## config.mk

```make
export PLATFORM = sky130hd
export DESIGN_NAME = pdn_seq
export DESIGN_NICKNAME = d
export VERILOG_FILES = /design/src/rtl/pdn_pkg.sv /design/src/rtl/pdn_timer.sv /design/src/rtl/pdn_ctrl.sv /design/src/rtl/pdn_seq.sv
export SDC_FILE = /design/constraint.sdc
export NUM_CORES = 1
export LEC_CHECK = 0
export BUFFER_PORTS_ARGS = -buffer_cell sky130_fd_sc_hd__buf_2
export CAP_MARGIN = 20
export CORE_ASPECT_RATIO = 1.4
export CORE_UTILIZATION = 50
export DETAILED_ROUTE_END_ITERATION = 8
export PLACE_DENSITY = 0.7
export SYNTH_ARGS = -nofsm -noshare
export SYNTH_HDL_FRONTEND = slang
export SYNTH_SLANG_ARGS = --single-unit
export TNS_END_PERCENT = 50
```

## constraint.sdc

```tcl
create_clock -name clk -period 3.1 [get_ports clk]
set_clock_uncertainty 0.15 [all_clocks]
set_input_delay 0.775 -clock clk [delete_from_list [all_inputs] [get_ports clk]]
set_output_delay 0.775 -clock clk [all_outputs]
set_load 0.05 [all_outputs]
```

## src/rtl/pdn_pkg.sv

```systemverilog
package pdn_pkg;

  typedef enum logic [1:0] {
    PD_NONE      = 2'b00,
    PD_PRECHARGE = 2'b01,
    PD_ACTIVE    = 2'b10
  } pdMode_e;

  typedef enum logic [1:0] {
    ST_RUN,
    ST_ENTER,
    ST_DOWN,
    ST_EXIT
  } seqState_e;

  // control -> datapath strobes
  typedef struct packed {
    logic resCntEn;   // count residency while CKE is low
    logic exitCntEn;  // count exit NOP cycles
    logic modeLoad;   // sample bank state at entry edge
    logic modeClr;    // clear mode on leaving power-down
  } pdnStrobe_t;

  // {cs_n, ras_n, cas_n, we_n}
  localparam logic [3:0] CMD_NOP      = 4'b0111;
  localparam logic [3:0] CMD_DESELECT = 4'b1111;

endpackage

```

## src/rtl/pdn_timer.sv

```systemverilog
module pdn_timer
  import pdn_pkg::*;
#(
  parameter int NUM_BANKS  = 4,
  parameter int RES_CYCLES = 1000,
  parameter int EXIT_NOPS  = 1
) (
  input  logic                 clk,
  input  logic                 rstN,
  input  pdnStrobe_t           strobe,
  input  logic [NUM_BANKS-1:0] bankOpen,
  output logic                 resLimit,
  output logic                 exitDone,
  output logic [1:0]           pdMode
);

  localparam int RES_W  = $clog2(RES_CYCLES + 1);
  localparam int EXIT_W = $clog2(EXIT_NOPS + 1);
  localparam logic [RES_W-1:0]  RES_LAST  = RES_W'(RES_CYCLES - 1);
  localparam logic [EXIT_W-1:0] EXIT_LAST = EXIT_W'(EXIT_NOPS - 1);

  logic [RES_W-1:0]  resCnt;
  logic [EXIT_W-1:0] exitCnt;
  pdMode_e           modeQ;

  always_ff @(posedge clk) begin
    if (!rstN || !strobe.resCntEn) resCnt <= '0;
    else                           resCnt <= resCnt + 1'b1;
  end

  always_ff @(posedge clk) begin
    if (!rstN || !strobe.exitCntEn) exitCnt <= '0;
    else                            exitCnt <= exitCnt + 1'b1;
  end

  always_ff @(posedge clk) begin
    if (!rstN)                modeQ <= PD_NONE;
    else if (strobe.modeLoad) modeQ <= (|bankOpen) ? PD_ACTIVE : PD_PRECHARGE;
    else if (strobe.modeClr)  modeQ <= PD_NONE;
  end

  assign resLimit = strobe.resCntEn && (resCnt == RES_LAST);
  assign exitDone = strobe.exitCntEn && (exitCnt == EXIT_LAST);
  assign pdMode   = modeQ;

  // mode does not move while power-down continues
  a_r4_mode_hold: assert property (@(posedge clk) disable iff (!rstN)
    (strobe.resCntEn && $past(strobe.resCntEn)) |-> $stable(pdMode));

endmodule

```

## src/rtl/pdn_ctrl.sv

```systemverilog
module pdn_ctrl
  import pdn_pkg::*;
(
  input  logic       clk,
  input  logic       rstN,
  input  logic       idleReq,
  input  logic       accessBusy,
  input  logic       refreshDue,
  input  logic       resLimit,
  input  logic       exitDone,
  output pdnStrobe_t strobe,
  output logic       ckeOut,
  output logic       busOwned,
  output logic [3:0] cmdOut
);

  seqState_e state, stateNext;
  logic      lowPhase;
  logic      leaveLow;

  assign lowPhase = (state == ST_ENTER) || (state == ST_DOWN);
  assign leaveLow = refreshDue || !idleReq || resLimit;

  always_comb begin
    stateNext = state;
    unique case (state)
      ST_RUN:   if (idleReq && !accessBusy && !refreshDue) stateNext = ST_ENTER;
      ST_ENTER,
      ST_DOWN:  stateNext = leaveLow ? ST_EXIT : ST_DOWN;
      ST_EXIT:  if (exitDone) stateNext = ST_RUN;
      default:  stateNext = ST_RUN;
    endcase
  end

  always_ff @(posedge clk) begin
    if (!rstN) state <= ST_RUN;
    else       state <= stateNext;
  end

  always_comb begin
    strobe.resCntEn  = lowPhase;
    strobe.exitCntEn = (state == ST_EXIT);
    strobe.modeLoad  = (state == ST_RUN) && (stateNext == ST_ENTER);
    strobe.modeClr   = lowPhase && (stateNext == ST_EXIT);
  end

  assign ckeOut   = !lowPhase;
  assign busOwned = (state != ST_RUN);
  assign cmdOut   = busOwned ? CMD_NOP : CMD_DESELECT;

  // an accepted request drops CKE at the next edge
  a_r2_enter: assert property (@(posedge clk) disable iff (!rstN)
    (state == ST_RUN && idleReq && !accessBusy && !refreshDue) |=> !ckeOut);

  // busy at request time keeps the bus with the controller
  a_r3_refuse: assert property (@(posedge clk) disable iff (!rstN)
    (state == ST_RUN && accessBusy) |=> (ckeOut && !busOwned));

  // CKE falls only with a NOP on the bus
  a_r5_nop_at_fall: assert property (@(posedge clk) disable iff (!rstN)
    $fell(ckeOut) |-> (cmdOut == CMD_NOP));

  // refresh due ends power-down at the next edge
  a_r7_refresh_exit: assert property (@(posedge clk) disable iff (!rstN)
    (refreshDue && !ckeOut) |=> ckeOut);

  // residency limit from the datapath ends power-down
  a_r8_res_exit: assert property (@(posedge clk) disable iff (!rstN)
    (resLimit && !ckeOut) |=> ckeOut);

  // CKE rises while the sequencer still owns the bus
  a_r9_exit_owned: assert property (@(posedge clk) disable iff (!rstN)
    $rose(ckeOut) |-> busOwned);

  // exit period not yet done keeps NOP with CKE high
  a_r9_exit_hold: assert property (@(posedge clk) disable iff (!rstN)
    (state == ST_EXIT && !exitDone) |=> (busOwned && ckeOut));

endmodule

```

## src/rtl/pdn_seq.sv

```systemverilog
module pdn_seq
  import pdn_pkg::*;
#(
  parameter int NUM_BANKS  = 4,
  parameter int CLK_MHZ    = 143,
  parameter int REFRESH_US = 64000,
  parameter int MARGIN_US  = 1000,
  parameter int EXIT_NOPS  = 1
) (
  input  logic                 clk,
  input  logic                 rstN,
  input  logic                 idleReq,
  input  logic                 accessBusy,
  input  logic                 refreshDue,
  input  logic [NUM_BANKS-1:0] bankOpen,
  output logic                 ckeOut,
  output logic [3:0]           cmdOut,
  output logic                 busOwned,
  output logic [1:0]           pdMode
);

  localparam int RES_CYCLES = CLK_MHZ * (REFRESH_US - MARGIN_US);

  pdnStrobe_t strobe;
  logic       resLimit;
  logic       exitDone;

  pdn_ctrl i_ctrl (
    .clk        (clk),
    .rstN       (rstN),
    .idleReq    (idleReq),
    .accessBusy (accessBusy),
    .refreshDue (refreshDue),
    .resLimit   (resLimit),
    .exitDone   (exitDone),
    .strobe     (strobe),
    .ckeOut     (ckeOut),
    .busOwned   (busOwned),
    .cmdOut     (cmdOut)
  );

  pdn_timer #(
    .NUM_BANKS  (NUM_BANKS),
    .RES_CYCLES (RES_CYCLES),
    .EXIT_NOPS  (EXIT_NOPS)
  ) i_timer (
    .clk      (clk),
    .rstN     (rstN),
    .strobe   (strobe),
    .bankOpen (bankOpen),
    .resLimit (resLimit),
    .exitDone (exitDone),
    .pdMode   (pdMode)
  );

endmodule

```

==> impl_metrics.ini <==
[global_routing]
maximum_number_of_pins_on_one_net_before_global_route_repair = 24
grt_antenna_before_repair = 0
grt_pass1_vias = 1215
grt_pass1_wl_um = 5090
global_route.usage.total_pct = 23.3
grt_overflow_total = 0

[setup_path]
slowest_delay_ns = 0.42
crit-reg2reg-launch = i_timer.resCnt[3]
cp_data_required_time_ns = 2.17
crit_arrival_ns = 1.59
timing.critical_path.slowest_stage_cell = sky130_fd_sc_hd__dfxtp_1
worst_r2r_endpoint = i_timer.resCnt[23]
timing.critical_path.cells = inv_1 > ha_1 > inv_1 > buf_2
worst-r2r-setup-slack_ns = 0.87
reg2regPathDepth = 4
cpLargestDelayFamily = buffers and inverters
worst_setup_path_end_kind = output port
critical_path_peak_fanout = 6
critPathLaunchType = register
crit_top_cell = sky130_fd_sc_hd__inv_1
critPathKind = register to output port
cp_num_buf_inv = 3

[yosys]
yosysTopAreaCell = sky130_fd_sc_hd__dfxtp_1
dominant_cell_by_count_in_the_synthesized_netlist = sky130_fd_sc_hd__dfxtp_1
postSynth.asyncResetShare_pct = 0
synth_largest_type_area_fraction_pct = 41.0
yosys_register_bits = 29
number_of_synthesized_flops_with_an_enable_pin = 0
synthXorXnorAreaFrac_pct = 6.80
syn_area_um2 = 1420
synthesized_area_fraction_occupied_by_adder_cells_pct = 2.65
ys_top_cells_by_area = sky130_fd_sc_hd__dfxtp_1 (41%), sky130_fd_sc_hd__xnor2_1 (5.6%), sky130_fd_sc_hd__a21oi_1 (4.6%), sky130_fd_sc_hd__or3_1 (4.0%), sky130_fd_sc_hd__o21ai_0 (3.9%)
post_synth_most_frequent_cells = sky130_fd_sc_hd__dfxtp_1 (29), sky130_fd_sc_hd__nor2_1 (14), sky130_fd_sc_hd__a21oi_1 (13)
synth.area.mux_share_pct = 0
compound_cell_area_share_of_the_yosys_netlist_pct = 13.4
yosys_warnings = 0
seq_area_frac_synth_pct = 41.0
synthesis.instances = 169
synth_simple_gate_area_share_pct = 30.7
ys.flop_type = sky130_fd_sc_hd__dfxtp_1
netlist-cell-type-count = 36
average_cell_area_after_synthesis_um2 = 8.39
synth_top_family_by_area = simple AND/OR/NAND/NOR gates

[floorplan]
die_area_um2 = 3060
chip_width_um = 47
start_util_pct = 53.1
io_pins = 17
fp.coreArea_um2 = 2670
die_y_um = 65
floorplan.rows = 22

[route]
via_count = 1230
antenna_violating_nets_post_route = 0
post_drt_wl_per_cell_um = 12.8
drt_pass1_iterations = 4
wirelength_um = 2810
detail_route.iter0.violations = 25
drcViolationCount = 0
average_via_count_per_standard_cell = 5.59

[final_layout]
area_growth_syn_to_fin_pct = 9.09
nets_finish = 195
antennaDiodeCount = 0
drive_gt1_share_pct = 14.7

[sta]
max_slew_margin_pct = 50.0
report.final.hold_viol_count = 0
achievable-frequency_ghz = 0.398
finalMaxSlewViolations = 0
post-route-period-util_pct = 81.0
transition_time_at_the_pin_with_the_least_slew_margin_ns = 0.749
rsz_0062_raised_after_global_routing = no
period_minus_slack_ns = 2.51
finalSetupTns_ns = 0
setup_violations = 0
post-route-worst-setup-slack_ns = 0.589
hold-worst-slack_ns = 0.311

[clock_network]
clock_sink_count = 29
numCtsBuffers = 5
clock_latency_ns = 0.33
cts-root-to-sink-buffers = 2
tritoncts = done
cts.htree.levels = 2
clock_tree.root_cell = sky130_fd_sc_hd__clkbuf_4
postCtsSetupBuffers = 0
holdBufCountCts = 0
count_of_instances_resized_after_the_clock_tree_is_built = 0
clk_pin_slew_ns = 0.09

[job]
timing.max_cap.violations = 0

[power_and_ir_drop]
pnr_total_power_mw = 0.967
leakagePower_nw = 0.493
max-vdd-ir-drop_mv = 0.505
powerDensity_nw_per_um2 = 625

[hold_path]
min-delay-path-class = register to register
worstHoldEndpoint = i_timer.resCnt[0]
worst_hold_path_depth = 1
timing.hold.worst.start = i_timer.resCnt[0]

[placement]
gpl.final_weighted_congestion = 0.871
place_ws_ns = 0.901
numPortBuffers = 13
place.detailed.hpwl_um = 2030

[status]
run_status = complete, no violations
report_power, final:
| part | total, mW | switching [mW] | leakage [nW] | internal, mW |
|---|---|---|---|---|
| Sequential | 0.411 | 0.0183 | 0.234 | 0.393 |
| Combinational | 0.335 | 0.242 | 0.228 | 0.0931 |
| Clock | 0.220 | 0.135 | 0.0310 | 0.0853 |
per-stage QoR:
stage | utilization [%] | cell area (um2) | instances
floorplan | - | 1430 | 171
global placement | 55.9 | 1490 | 212
detailed placement | 55.9 | 1490 | 212
CTS | 57.9 | 1550 | 220
global route | 57.9 | 1550 | 220
finish | 57.9 | 1550 | 220
cells by family after synthesis:
kind of cell	after synthesis
AO/OA/AOI/OAI	33
AND/OR/NAND/NOR	76
other	1
flip-flops	29
buffers and inverters	16
XOR/XNOR	11
adder cells (fa/ha/maj)	3
registers in the layout, summed over array words and instances (netlist names):
signal           count
i_timer.pdMode       2
i_timer.exitCnt      1
i_ctrl.state         2
i_timer.resCnt      24
how the worst max path moves through the flow:
stage | from | end | slack (ns) | cells past startpoint
6_report | i_ctrl.state[0] | ckeOut | 0.59 | 4
5_1_grt | i_ctrl.state[0] | ckeOut | 0.47 | 4
4_1_cts | i_ctrl.state[0] | ckeOut | 0.57 | 4
3_5_place_dp | i_timer.resCnt[3] | i_timer.resCnt[23] | 0.90 | 4
3_3_place_gp | accessBusy | i_timer.pdMode[1] | 0.95 | 5
2_1_floorplan | i_ctrl.state[0] | busOwned | 0.88 | 3
area by class of cell:
type | count | area (um2)
clock inverter | 3 | 17.5
timing repair buffer | 13 | 65.1
multi-input combinational | 126 | 771
clock buffer | 5 | 37.5
tap | 36 | 45.0
inverter | 8 | 30.0
sequential | 29 | 581
fill | 278 | 1120
cells in the final DEF, fill, tap and decap left out, types with 5 or more instances in the layout:
cell type,instances
sky130_fd_sc_hd__buf_2,13
sky130_fd_sc_hd__nand2_1,10
sky130_fd_sc_hd__inv_1,8
sky130_fd_sc_hd__nor3_1,5
sky130_fd_sc_hd__a21oi_1,13
sky130_fd_sc_hd__clkbuf_4,5
sky130_fd_sc_hd__nor4_1,7
sky130_fd_sc_hd__o21ai_0,11
sky130_fd_sc_hd__dfxtp_1,29
sky130_fd_sc_hd__nand3_1,7
sky130_fd_sc_hd__xnor2_1,9
sky130_fd_sc_hd__or4_1,6
sky130_fd_sc_hd__or3_1,9
sky130_fd_sc_hd__nor2_1,14
layer usage:
metal	vias to the layer above	GRT usage, %	share of wire, %
li1	633	-	-
met1	566	28.5	46
met2	26	35.9	49
met3	5	8.36	3.6
met4	0	9.64	2.1
met5	-	0	0
No activity file was read; power rests on OpenSTA's default activity.
